### src/rtl/sar_seq_pkg.sv
package sar_seq_pkg;
  typedef enum logic [1:0] {
    ST_IDLE = 2'd0,
    ST_CONV = 2'd1,
    ST_LOAD = 2'd2,
    ST_ACQ  = 2'd3
  } sar_state_e;
endpackage

### src/rtl/sar_approx_reg.sv
module sar_approx_reg #(
  parameter int W = 12
) (
  input  logic         clk,
  input  logic         rst_n,
  input  logic         launch_i,
  input  logic         step_i,
  input  logic         cmp_i,
  output logic [W-1:0] trial_o,
  output logic         last_bit_o
);
  localparam int IW = (W > 1) ? $clog2(W) : 1;
  localparam logic [IW-1:0] TOP_IDX = IW'(W - 1);

  logic [W-1:0]  trial_q, trial_d;
  logic [IW-1:0] idx_q, idx_d;

  // next trial word and bit pointer
  always_comb begin
    trial_d = trial_q;
    idx_d   = idx_q;
    if (launch_i) begin
      trial_d        = '0;
      trial_d[W-1]   = 1'b1;
      idx_d          = TOP_IDX;
    end else if (step_i) begin
      trial_d[idx_q] = cmp_i;
      if (idx_q != '0) begin
        trial_d[idx_q - IW'(1)] = 1'b1;
        idx_d                   = idx_q - IW'(1);
      end
    end
  end

  always_ff @(posedge clk or negedge rst_n) begin
    if (!rst_n) begin
      trial_q <= '0;
      idx_q   <= '0;
    end else if (launch_i || step_i) begin
      trial_q <= trial_d;
      idx_q   <= idx_d;
    end
  end

  assign trial_o    = trial_q;
  assign last_bit_o = (idx_q == '0);
endmodule

### src/rtl/sar_acq_timer.sv
module sar_acq_timer #(
  parameter int ACQ_CYCLES = 60
) (
  input  logic clk,
  input  logic rst_n,
  input  logic arm_i,
  output logic done_o
);
  localparam int AW = (ACQ_CYCLES > 1) ? $clog2(ACQ_CYCLES + 1) : 1;
  localparam logic [AW-1:0] RELOAD = AW'(ACQ_CYCLES - 1);

  logic [AW-1:0] cnt_q, cnt_d;
  logic          cnt_en;

  always_comb begin
    cnt_en = arm_i || (cnt_q != '0);
    cnt_d  = arm_i ? RELOAD : (cnt_q - AW'(1));
  end

  always_ff @(posedge clk or negedge rst_n) begin
    if (!rst_n)      cnt_q <= '0;
    else if (cnt_en) cnt_q <= cnt_d;
  end

  assign done_o = (cnt_q == '0);
endmodule

### src/rtl/sar_ctrl.sv
module sar_ctrl
  import sar_seq_pkg::*;
(
  input  logic clk,
  input  logic rst_n,
  input  logic start_i,
  input  logic last_bit_i,
  input  logic acq_done_i,
  output logic launch_o,
  output logic step_o,
  output logic load_o,
  output logic busy_n_o
);
  sar_state_e state_q, state_d;
  logic       pend_q, pend_d;
  logic       busy_n_q, busy_n_d;

  always_comb begin
    launch_o = ((state_q == ST_IDLE) && start_i) ||
               ((state_q == ST_ACQ) && acq_done_i && (start_i || pend_q));
    step_o   = (state_q == ST_CONV);
    load_o   = (state_q == ST_LOAD);

    state_d = state_q;
    unique case (state_q)
      ST_IDLE: if (launch_o)   state_d = ST_CONV;
      ST_CONV: if (last_bit_i) state_d = ST_LOAD;
      ST_LOAD:                 state_d = ST_ACQ;
      ST_ACQ:  if (acq_done_i) state_d = launch_o ? ST_CONV : ST_IDLE;
      default:                 state_d = ST_IDLE;
    endcase

    // a request during settling is held, never during conversion
    pend_d = pend_q;
    if (launch_o)                          pend_d = 1'b0;
    else if ((state_q == ST_ACQ) && start_i) pend_d = 1'b1;

    busy_n_d = busy_n_q;
    if (launch_o)    busy_n_d = 1'b0;
    else if (load_o) busy_n_d = 1'b1;
  end

  always_ff @(posedge clk or negedge rst_n) begin
    if (!rst_n) begin
      state_q  <= ST_IDLE;
      pend_q   <= 1'b0;
      busy_n_q <= 1'b1;
    end else begin
      state_q  <= state_d;
      pend_q   <= pend_d;
      busy_n_q <= busy_n_d;
    end
  end

  assign busy_n_o = busy_n_q;
endmodule

### src/rtl/sar_sequencer.sv
module sar_sequencer #(
  parameter int W          = 12,
  parameter int ACQ_CYCLES = 60
) (
  input  logic         clk,
  input  logic         rst_n,
  input  logic         start_i,
  input  logic         cmp_i,
  output logic [W-1:0] dac_code_o,
  output logic         busy_n_o,
  output logic [W-1:0] result_o
);
  logic [1:0]   rst_sync_q;
  logic         rst_int_n;
  logic         launch, step, load, last_bit, acq_done;
  logic [W-1:0] trial;
  logic [W-1:0] result_q;

  // asynchronous assertion, synchronous release
  always_ff @(posedge clk or negedge rst_n) begin
    if (!rst_n) rst_sync_q <= 2'b00;
    else        rst_sync_q <= {rst_sync_q[0], 1'b1};
  end
  assign rst_int_n = rst_sync_q[1];

  sar_ctrl u_ctrl (
    .clk        (clk),
    .rst_n      (rst_int_n),
    .start_i    (start_i),
    .last_bit_i (last_bit),
    .acq_done_i (acq_done),
    .launch_o   (launch),
    .step_o     (step),
    .load_o     (load),
    .busy_n_o   (busy_n_o)
  );

  sar_approx_reg #(.W(W)) u_approx (
    .clk        (clk),
    .rst_n      (rst_int_n),
    .launch_i   (launch),
    .step_i     (step),
    .cmp_i      (cmp_i),
    .trial_o    (trial),
    .last_bit_o (last_bit)
  );

  sar_acq_timer #(.ACQ_CYCLES(ACQ_CYCLES)) u_acq (
    .clk    (clk),
    .rst_n  (rst_int_n),
    .arm_i  (load),
    .done_o (acq_done)
  );

  always_ff @(posedge clk or negedge rst_int_n) begin
    if (!rst_int_n) result_q <= '0;
    else if (load)  result_q <= trial;
  end

  assign dac_code_o = trial;
  assign result_o   = result_q;
endmodule

### config.mk
export PLATFORM = sky130hd
export DESIGN_NAME = sar_sequencer
export DESIGN_NICKNAME = d
export VERILOG_FILES = /design/src/rtl/sar_seq_pkg.sv /design/src/rtl/sar_approx_reg.sv /design/src/rtl/sar_acq_timer.sv /design/src/rtl/sar_ctrl.sv /design/src/rtl/sar_sequencer.sv
export SDC_FILE = /design/constraint.sdc
export NUM_CORES = 1
export LEC_CHECK = 0
export BUFFER_PORTS_ARGS = -buffer_cell sky130_fd_sc_hd__buf_4
export CAP_MARGIN = 20
export CORE_UTILIZATION = 50
export DETAILED_ROUTE_END_ITERATION = 10
export PLACE_DENSITY_LB_ADDON = 0.05
export SLEW_MARGIN = 0
export SYNTH_ARGS = -nofsm -noshare
export SYNTH_HDL_FRONTEND = slang
export SYNTH_SLANG_ARGS = --single-unit
### constraint.sdc
create_clock -name clk -period 1.58 [get_ports clk]
set_clock_uncertainty 0.1 [all_clocks]
set_input_delay 0 -clock clk [delete_from_list [all_inputs] [get_ports clk]]
set_output_delay 0 -clock clk [all_outputs]
set_load 0.005 [all_outputs]
Yosys cells after proc, flatten, opt, wreduce, memory -nomap -nowiden
Cells that the tools add are included.
{ "totals": {"regBits": 40, "out_inout_bits": 25, "elab_cells": 64} }
{ "op_classes": {"n_addsub": 2, "n_lt_le_gt_ge": 4, "n_eq_ne": 6, "muxes": 21, "bitwise": 1, "reduce_logical": 22} }
{ "ops": {"columns": ["op", "count"], "rows": [
  ["$mux 12", 3],
  ["$bwmux 12", 1],
  ["$mux 4", 3],
  ["$or 12x12->12", 1],
  ["$lt 4x5->1 const B", 2],
  ["$demux 1 s4", 2],
  ["$ge 4x1->1 const B", 2],
  ["$pmux 2 s4", 1],
  ["$reduce_bool 2->1", 4],
  ["$mux 1", 7],
  ["$logic_and 1x1->1", 6],
  ["$logic_not 6->1", 1],
  ["$mux 2", 3],
  ["$mux 6", 1],
  ["$reduce_and 3->1", 2],
  ["$reduce_bool 6->1", 1],
  ["$sub 6x1->6 const B", 1],
  ["$eq 2x2->1 const B", 2],
  ["$logic_not 4->1", 1],
  ["$logic_or 1x1->1", 4],
  ["$ne 2x1->1 const B", 2],
  ["$reduce_bool 4->1", 1],
  ["$sub 4x1->4 const B", 1],
  ["$eq 2x1->1 const B", 1],
  ["3 further kinds", 3]
]} }

Longest topological paths before layout
Gate-level depths: netlist (run 1).
{ "logic_depth": {"word_depth": 9, "mapped_depth": 8} }

By module
From an unflattened synthesis (run 1), not the netlist that was laid out.
{ "hier_totals": {"cells_unflattened": 204, "area_unflattened_um2": 2280.9} }
{ "by_module_without_submodules": {"columns": ["mod", "instances", "cells_each", "area_per_inst_um2", "seq_area_each_um2"], "rows": [
  ["sar_approx_reg", 1, 113, 1116.1, 400.4],
  ["sar_sequencer", 1, 28, 538.0, 350.3],
  ["sar_acq_timer", 1, 34, 324.1, 150.1],
  ["sar_ctrl", 1, 29, 302.8, 101.3]
]} }

Worst setup path before layout (run 1)
No wires, ideal clock.
{ "synth_path": {"path_type": "reg-to-reg", "startpoint": "register u_approx.idx_q[0]", "endpoint": "register u_approx.trial_q[0], in the netlist u_approx.trial_o[0]", "setup_time_ps": 126, "t_arrival_ps": 1770, "required_time_ps": 1354, "path_slack_ps": -416, "path_stages_with_launch": 8, "n_path_buf": 1, "period_less_slack_ps": 1996, "cell_sequence": "dfrtp_1 -> inv_1 -> ha_1 -> buf_2 -> or4bb_1 -> a21o_1 -> a31oi_1 -> nor3_1"} }
{ "synth_between": {"elab_chain_len": 9, "word_cells_on_any_way": 17, "cone_classes": "add/sub: 1; order compare: 4; mux: 8; bitwise: 1; reduce/logical: 3"} }
{ "synth_rtl": {"columns": ["element", "line", "text"], "rows": [
  ["start, declared", "sar_approx_reg.sv:16", "logic [IW-1:0] idx_q, idx_d;"],
  ["start signal, assigned", "sar_approx_reg.sv:41", "idx_q <= idx_d;"],
  ["$sub 4x1->4 (tied with other cells)", "sar_approx_reg.sv:29", "trial_d[idx_q - IW'(1)] = 1'b1;"],
  ["$lt 4x5->1 (implied by the code) (tied with other cells)", "sar_approx_reg.sv:29", null],
  ["$logic_and 1x1->1 (implied by the code) or $mux 1 (tied branches)", "sar_approx_reg.sv:29, sar_approx_reg.sv:27", null],
  ["$mux 1 (implied by the code) or $demux 1 s4 (tied branches)", null, null],
  ["$demux 1 s4 or $bwmux 12 (tied branches)", null, null],
  ["$or 12x12->12 (no source line)", null, null],
  ["$mux 12 *", "sar_approx_reg.sv:28", "if (idx_q != '0) begin"],
  ["$mux 12 *", "sar_approx_reg.sv:26", "end else if (step_i) begin"],
  ["$mux 12 *", "sar_approx_reg.sv:22", "if (launch_i) begin"],
  ["end signal, assigned", "sar_approx_reg.sv:40", "trial_q <= trial_d;"],
  ["end, declared", "sar_approx_reg.sv:15", "logic [W-1:0] trial_q, trial_d;"]
]} }
Mark *: on every way between the ends. The rest lies on a longest branch, timed or not. The select of a mux whose other input is x is not followed.
A chain may end at the register's enable or synchronous reset.

Final worst setup path (run 1)
{ "layout_path": {"startpoint": "register u_ctrl.state_q[1]", "endpoint": "register u_approx.trial_q[8], in the netlist u_approx.trial_o[8]"} }
{ "layout_between": {"elab_chain_len": 6, "word_cells_on_any_way": 11, "cone_classes": "eq/ne: 2; mux: 1; reduce/logical: 8"} }
{ "layout_rtl": {"columns": ["element", "line", "text"], "rows": [
  ["start, declared", "sar_ctrl.sv:14", "sar_state_e state_q, state_d;"],
  ["start signal, assigned", "sar_ctrl.sv:49", "state_q <= state_d;"],
  ["$eq 2x2->1", "sar_ctrl.sv:20", "((state_q == ST_ACQ) && acq_done_i && (start_i || pend_q));"],
  ["$logic_and 1x1->1 (2 in a row)", "sar_ctrl.sv:20", null],
  ["$logic_or 1x1->1", "sar_ctrl.sv:19", "launch_o = ((state_q == ST_IDLE) && start_i) ||"],
  ["$reduce_bool 2->1 (no source line) or $logic_or 1x1->1 (tied branches)", null, null],
  ["$reduce_and 2->1 (no source line)", null, null]
]} }
Several ways; a longest one is shown, not always the timed one.

==> reports/qor.txt, run 1 <==
========================================================================================================
I/O pin total                                                                                         29
Final estimated routing congestion in global placement                                             0.840
Number of antenna violations at the first check in global routing                                      0
Largest net degree at the start of global routing                                                     16
Element type at the critical path end                                                               flop
Number of enable-type register cells in the synthesized netlist                                        0
Maximum fanout encountered on the critical timing path                                                 3
Min-Delay Path Class                                                                           in -> reg
Final std cells w/o fill                                                                             356
Register-to-register setup slack                                                                -0.19 ns
Count of cells along the worst hold path                                                               3
Share of the clock period used by the worst path                                                    112%
Antenna Nets Post-Route                                                                                0
Root Driver                                                                                 sky130_fd_sc_hd__clkbuf_8
Row Count                                                                                             24
Post-Syn Nets                                                                                        231
Fraction of the mapped netlist area in compound gates                                              16.2%
Sink Count                                                                                            40
Multiplexer fraction of the synthesized cell area                                                  9.60%
Fmax                                                                                             566 MHz
Drt total wl                                                                                     6780 um
Clock buffer count from CTS                                                                            5
Via total after detailed routing                                                                    2104
Instance count after placement with tap cells included                                               328
Reg2reg end                                                                                 u_approx.trial_o[8]$_DFFE_PN0P_
Most frequently used flop master after synthesis                                            sky130_fd_sc_hd__dfrtp_1
Startpoint Class                                                                                    flop
Power density of the placed cells                                                            542 nW/um^2
CTS H-tree depth                                                                                       2
Global-route usage over all layers                                                                 26.7%
Hold Fails Final Rpt                                                                                   0
Result of the run                                                                           complete, but fails checks
Post-Synth XOR/XNOR Area                                                                           1.55%
Vias per cell                                                                                       5.91
Worst reg2reg path depth                                                                               6
Diode count                                                                                            0
Unrepaired setup endpoints after global routing                                                      yes
Core area                                                                                      4350 um^2
Syn_area_per_cell                                                                              10.5 um^2
Startpoint of the worst-slack reg-to-reg timing path                                        u_ctrl.state_q[1]$_DFFE_PN0P_
Sequential area share after synthesis                                                              44.5%
Overflow after GRT                                                                                     0
Most common cell after layout, fill and taps aside                                          sky130_fd_sc_hd__buf_4
Die ar.                                                                                        4780 um^2
Final net count                                                                                      319
Number of setup violations in the final report                                                        23
Clock tree from TritonCTS                                                                           done
Synthesized netlist cell count                                                                       215
Wire length of the first global-routing pass                                                    10100 um
Worst hold path startpoint                                                                         cmp_i
Tmin final                                                                                       1.77 ns
Largest family of logic cells by synthesized area                                           simple AND/OR/NAND/NOR gates
VDD IR-drop max                                                                               0.000366 V
Flip-flop and latch count after synthesis                                                             40
LEAKAGE                                                                                          1.57 nW
Violation count after the first detailed-route iteration                                             195
Failing checks                                                                              setup timing
Final routed DRC violation total                                                                       0
Final core occ                                                                                     80.6%
Slack of the critical path                                                                     -0.186 ns
WS Path Type                                                                                  reg -> reg
Layout overhead on the synthesized area                                                            55.7%
Clock latency at the later pin of the worst-skew pair                                            0.29 ns
Endpoint of the worst hold path                                                             u_approx.trial_o[10]$_DFFE_PN0P_
Buffer depth of the longest clock path                                                                 2
Worst setup timing slack at the placement stage                                                -0.199 ns
Setup TNS                                                                                       -1.93 ns
Die Y-Extent                                                                                     69.2 um
Fraction of final layout cells with drive strength greater than 1                                  55.9%
Via count of the first global-routing pass                                                          2154
Number of max-capacitance violations reported                                                          0
Adder and majority cell fraction of the synthesized area                                           6.66%
Arrival time at the worst endpoint                                                               1.85 ns
Post-CTS clock slew at the launch and capture registers of the worst setup and hold paths        0.07 ns
Most frequent cells in the layout                                                           sky130_fd_sc_hd__buf_4, sky130_fd_sc_hd__dfrtp_1, sky130_fd_sc_hd__nor2_1
Synthesized cell area                                                                          2250 um^2
DRT Pass-1 Iters                                                                                       4
Synthesis Warnings                                                                                     0
Dpl hpwl                                                                                         4130 um
Routed length per placed instance                                                                19.0 um
Worst path required time                                                                         1.66 ns
Number of buffers inserted by port buffering                                                          28
Die Wd                                                                                           69.2 um
Simple-Gate Fraction of Synth Area                                                                 16.8%
Distinct cell type count of the synthesized netlist                                                   53
Initial core utilization                                                                           51.8%
Final Max Tran Viols                                                                                   0
Proportion of register bits with asynchronous set or reset after synthesis                          100%
========================================================================================================
## through the flow
stage	power, mW	instance area (um^2)	hold WS (ns)
after global placement	1.20	2950	-0.317
after global routing	1.97	3510	0.0178
final	1.90	3510	0.0172
after floorplan	1.14	2410	-0.396
after detailed placement	1.21	2950	-0.316
after CTS	1.91	3310	0.0154
## registers in the layout, indices dropped and copies added (netlist names)
| signal | cells |
|---|---|
| u_approx.trial_o | 12 |
| u_ctrl.busy_n_o | 1 |
| u_ctrl.pend_q | 1 |
| u_ctrl.state_q | 2 |
| result_o | 12 |
| rst_sync_q | 2 |
| u_acq.cnt_q | 6 |
| u_approx.idx_q | 4 |
## worst max-delay path, cell delays in order, from the launching register on
cell and delay, ns:
sky130_fd_sc_hd__dfrtp_1 0.41, sky130_fd_sc_hd__inv_2 0.09, sky130_fd_sc_hd__ha_4 0.12, sky130_fd_sc_hd__or4bb_4 0.54, sky130_fd_sc_hd__a21o_1 0.19, sky130_fd_sc_hd__a31oi_1 0.14, sky130_fd_sc_hd__nor3_1 0.07
## Yosys cell counts (2+ instances only)
| cell | instances | area, um^2 |
|---|---|---|
| sky130_fd_sc_hd__o22ai_1 | 2 | 12.5 |
| sky130_fd_sc_hd__mux2_2 | 13 | 146 |
| sky130_fd_sc_hd__nand3_1 | 4 | 20.0 |
| sky130_fd_sc_hd__nand2_1 | 12 | 45.0 |
| sky130_fd_sc_hd__buf_2 | 3 | 15.0 |
| sky130_fd_sc_hd__nor3_1 | 6 | 30.0 |
| sky130_fd_sc_hd__a211o_1 | 2 | 17.5 |
| sky130_fd_sc_hd__or3_4 | 2 | 22.5 |
| sky130_fd_sc_hd__a31oi_1 | 6 | 37.5 |
| sky130_fd_sc_hd__o31ai_1 | 2 | 15.0 |
| sky130_fd_sc_hd__nand4_1 | 2 | 12.5 |
| sky130_fd_sc_hd__clkbuf_1 | 8 | 30.0 |
| sky130_fd_sc_hd__nor2_1 | 18 | 67.6 |
| sky130_fd_sc_hd__inv_1 | 9 | 33.8 |
| sky130_fd_sc_hd__ha_1 | 12 | 150 |
| sky130_fd_sc_hd__xnor2_1 | 4 | 35.0 |
| sky130_fd_sc_hd__mux2i_1 | 7 | 70.1 |
| sky130_fd_sc_hd__nor2b_1 | 3 | 18.8 |
| sky130_fd_sc_hd__a21oi_1 | 6 | 30.0 |
| sky130_fd_sc_hd__o21ai_0 | 2 | 10.0 |
| sky130_fd_sc_hd__o211ai_1 | 3 | 22.5 |
| sky130_fd_sc_hd__dfrtp_1 | 39 | 976 |
| sky130_fd_sc_hd__a21o_1 | 4 | 30.0 |
| sky130_fd_sc_hd__nand2b_1 | 9 | 56.3 |
| sky130_fd_sc_hd__a311oi_1 | 8 | 70.1 |
| sky130_fd_sc_hd__and3_1 | 2 | 12.5 |
## routing by layer
| layer | part of all wire, % | GRT usage (%) | vias to the layer above |
|---|---|---|---|
| met5 | 0 | 0 | - |
| met4 | 3.5 | 11.3 | 0 |
| met1 | 39 | 32.2 | 1046 |
| li1 | - | - | 961 |
| met2 | 53 | 45.8 | 72 |
| met3 | 4.3 | 5.85 | 25 |
## area by class of cell
type / count / area, um^2
Fill cell: 253 / 845
Tap cell: 52 / 65.1
Timing Repair Buffer: 92 / 774
Multi-Input combinational cell: 155 / 1540
Inverter: 9 / 37.5
Sequential cell: 40 / 1010
Clock buffer: 8 / 90.1
## worst max-delay path by stage
| stage | start | to | slack, ns |
|---|---|---|---|
| floorplan | u_ctrl.state_q[1]$_DFFE_PN0P_ | u_approx.trial_o[0]$_DFFE_PN0P_ | -0.26 |
| global placement | u_approx.idx_q[0]$_DFFE_PN0P_ | u_approx.trial_o[0]$_DFFE_PN0P_ | -0.14 |
| CTS | u_approx.idx_q[0]$_DFFE_PN0P_ | u_approx.trial_o[0]$_DFFE_PN0P_ | -0.16 |
| global route | u_ctrl.state_q[1]$_DFFE_PN0P_ | u_approx.trial_o[8]$_DFFE_PN0P_ | -0.26 |
| finish | u_ctrl.state_q[1]$_DFFE_PN0P_ | u_approx.trial_o[8]$_DFFE_PN0P_ | -0.19 |
| detailed placement | u_approx.idx_q[0]$_DFFE_PN0P_ | u_approx.trial_o[0]$_DFFE_PN0P_ | -0.20 |
## where the power goes
| group | switching [mW] | leakage [nW] | total (mW) | internal, mW |
|---|---|---|---|---|
| logic | 0.0488 | 1.06 | 0.118 | 0.0691 |
| registers | 0.0263 | 0.459 | 1.08 | 1.05 |
| clock network | 0.350 | 0.0455 | 0.707 | 0.356 |
## cell families after synthesis
family                   Yosys count
other                              1
XOR/XNOR                           4
multiplexers                      20
AND/OR/NAND/NOR                   67
adder cells (fa/ha/maj)           12
AO/OA/AOI/OAI                     48
buffers and inverters             23
flip-flops                        40
## repair_timing
action,4_1_cts,5_1_grt
setup endpoints to repair,24,27
endpoints found under the hold margin,3,0
setup buffers,10,4
hold buffers,3,0
cloned,2,1
pin swaps,15,14
gates resized for setup,22,33
No activity file was read; power rests on OpenSTA's default activity.
==> run 2: changes to the inputs <==
HOLD_SLACK_MARGIN = 0.12   (was default)
==> reports/qor.txt, run 2 (same netlist as run 1, synthesis figures left out) <==
========================================================================================================
Sum of buffers and inverters on the critical path                                                      1   unchanged
Number of setup violations in the final report                                                        23   unchanged
Critical path's slowest cell                                                                sky130_fd_sc_hd__or4bb_4
Row Count                                                                                             24   unchanged
I/O pin total                                                                                         29   unchanged
Final net count                                                                                      321   +0.63%
Worst setup timing slack at the placement stage                                                -0.199 ns   unchanged
Violation count after the first detailed-route iteration                                             200   +2.6%
Die ar.                                                                                        4780 um^2   unchanged
Clock latency at the later pin of the worst-skew pair                                            0.30 ns   about the same
LEAKAGE                                                                                          1.58 nW   +0.53%
Antenna Nets Post-Route                                                                                0   unchanged
Worst reg2reg path depth                                                                               6   unchanged
Fmax                                                                                             568 MHz   +0.27%
Core area                                                                                      4350 um^2   unchanged
Reg2reg end                                                                                 u_approx.trial_o[8]$_DFFE_PN0P_
Number of max-capacitance violations reported                                                          0   unchanged
CP delay by family, top                                                                     simple AND/OR/NAND/NOR gates
WS Path Type                                                                                  reg -> reg
Maximum cell stage delay along the critical path                                                 0.54 ns   about the same
Die Wd                                                                                           69.2 um   unchanged
Diode count                                                                                            0   unchanged
Final core occ                                                                                     81.1%   +0.46 points
Min-Delay Path Class                                                                        reg -> async
Wire length of the first global-routing pass                                                    10200 um   +0.68%
Failing checks                                                                              setup timing
Via count of the first global-routing pass                                                          2154   unchanged
Post-CTS clock slew at the launch and capture registers of the worst setup and hold paths        0.08 ns   about the same
Via total after detailed routing                                                                    2140   +1.7%
Clock buffer count from CTS                                                                            5   unchanged
Largest net degree at the start of global routing                                                     16   unchanged
Buffer depth of the longest clock path                                                                 2   unchanged
Final estimated routing congestion in global placement                                             0.840   unchanged
Number of buffers inserted by port buffering                                                          28   unchanged
DRT Pass-1 Iters                                                                                       4   unchanged
Routed length per placed instance                                                                19.0 um   -0.31%
Startpoint of the worst-slack reg-to-reg timing path                                        u_ctrl.state_q[1]$_DFFE_PN0P_
Tmin final                                                                                       1.76 ns   -0.00471 ns
Ordered cell list for the critical path                                                     inv_2, ha_4, or4bb_4, a21o_1, a31oi_1, nor3_1
Unrepaired setup endpoints after global routing                                                      yes
Layout overhead on the synthesized area                                                            56.5%
Footprint of the flip-flops and latches                                                        1010 um^2   unchanged
Setup TNS                                                                                       -1.91 ns   +0.0203 ns
Initial core utilization                                                                           51.8%   unchanged
Vias per cell                                                                                       5.98   +1.1%
Startpoint Class                                                                                    flop
Most common cell after layout, fill and taps aside                                          sky130_fd_sc_hd__buf_4
Element type at the critical path end                                                               flop
Dpl hpwl                                                                                         4130 um   unchanged
CTS H-tree depth                                                                                       2   unchanged
Final routed DRC violation total                                                                       0   unchanged
Slack of the critical path                                                                     -0.182 ns   +0.00471 ns
Most frequent cells in the layout                                                           sky130_fd_sc_hd__buf_4, sky130_fd_sc_hd__dfrtp_1, sky130_fd_sc_hd__nor2_1
Result of the run                                                                           complete, but fails checks
Fraction of final layout cells with drive strength greater than 1                                  55.6%   -0.37 points
Hold Fails Final Rpt                                                                                   0   unchanged
Maximum fanout encountered on the critical timing path                                                 3   unchanged
Final Max Tran Viols                                                                                   0   unchanged
Filler Cells Inserted                                                                                258   +2.0%
Arrival time at the worst endpoint                                                               1.85 ns   about the same
CP startpoint                                                                               u_ctrl.state_q[1]$_DFFE_PN0P_
Worst path required time                                                                         1.66 ns   about the same
Overflow after GRT                                                                                     0   unchanged
Clock tree from TritonCTS                                                                           done
Multi-input gate area in the final layout                                                      1540 um^2   unchanged
VDD IR-drop max                                                                               0.000365 V   -0.34%
Register-to-register setup slack                                                                -0.18 ns   about the same
Power density of the placed cells                                                            541 nW/um^2   -0.12%
Root Driver                                                                                 sky130_fd_sc_hd__clkbuf_8
Sink Count                                                                                            40   unchanged
Instance count after placement with tap cells included                                               328   unchanged
Drt total wl                                                                                     6800 um   +0.25%
Global-route usage over all layers                                                                 26.9%   +0.19 points
Number of antenna violations at the first check in global routing                                      0   unchanged
Final std cells w/o fill                                                                             358   +0.56%
Die Y-Extent                                                                                     69.2 um   unchanged
Share of the clock period used by the worst path                                                    112%   -0.30 points
Final Hold Slack                                                                                0.154 ns   +0.136 ns
========================================================================================================
==> run 2: area by class of cell <==
cell class              count  share of cell area [%]
clock buffers               8                    2.55
well taps                  52                    1.84
multi-input cells         155                    43.5
flip-flops and latches     40                    28.5
inverters                   9                    1.06
repair buffers             94                    22.5
==> run 2: where the power goes <==
part,switching (mW),leakage [nW],internal [mW]
clock network,0.355,0.0455,0.356
registers,0.0224,0.459,1.05
logic,0.0536,1.07,0.0724
total,0.431,1.58,1.48
==> run 2: per-stage QoR <==
step                power [mW]  instance area, um^2
global placement          1.20                 2950
detailed placement        1.21                 2950
finish                    1.91                 3530
CTS                       1.92                 3330
floorplan                 1.14                 2410
global route              1.98                 3530
==> run 2: per-layer routing <==
metal | track usage, % | wire length, um
met4 | 10.9 | 247
met5 | 0 | 0
met2 | 46.5 | 3660
met1 | 32.4 | 2610
met3 | 5.85 | 280
==> run 2: worst max path at each step <==
stage	end	slack (ns)	depth (start not counted)
4_1_cts	u_approx.trial_o[0]$_DFFE_PN0P_	-0.16	6
3_5_place_dp	u_approx.trial_o[0]$_DFFE_PN0P_	-0.20	6
5_1_grt	u_approx.trial_o[8]$_DFFE_PN0P_	-0.26	6
2_1_floorplan	u_approx.trial_o[0]$_DFFE_PN0P_	-0.26	7
3_3_place_gp	u_approx.trial_o[0]$_DFFE_PN0P_	-0.14	6
6_report	u_approx.trial_o[8]$_DFFE_PN0P_	-0.18	6
==> run 2: repair_timing <==
| action | 4_1_cts | 5_1_grt |
|---|---|---|
| cloned | 2 | 1 |
| hold endpoints to repair | 20 | 0 |
| hold buffers | 5 | 0 |
| endpoints found under the setup margin | 24 | 27 |
| setup buffers | 10 | 4 |
| pin swaps | 15 | 14 |
| gates resized for setup | 22 | 33 |
==> run 2: worst reg2reg max path: stages, from the launching register on <==
cell                      delay (ns)
sky130_fd_sc_hd__dfrtp_1        0.41
sky130_fd_sc_hd__inv_2          0.09
sky130_fd_sc_hd__ha_4           0.12
sky130_fd_sc_hd__or4bb_4        0.54
sky130_fd_sc_hd__a21o_1         0.19
sky130_fd_sc_hd__a31oi_1        0.14
sky130_fd_sc_hd__nor3_1         0.07
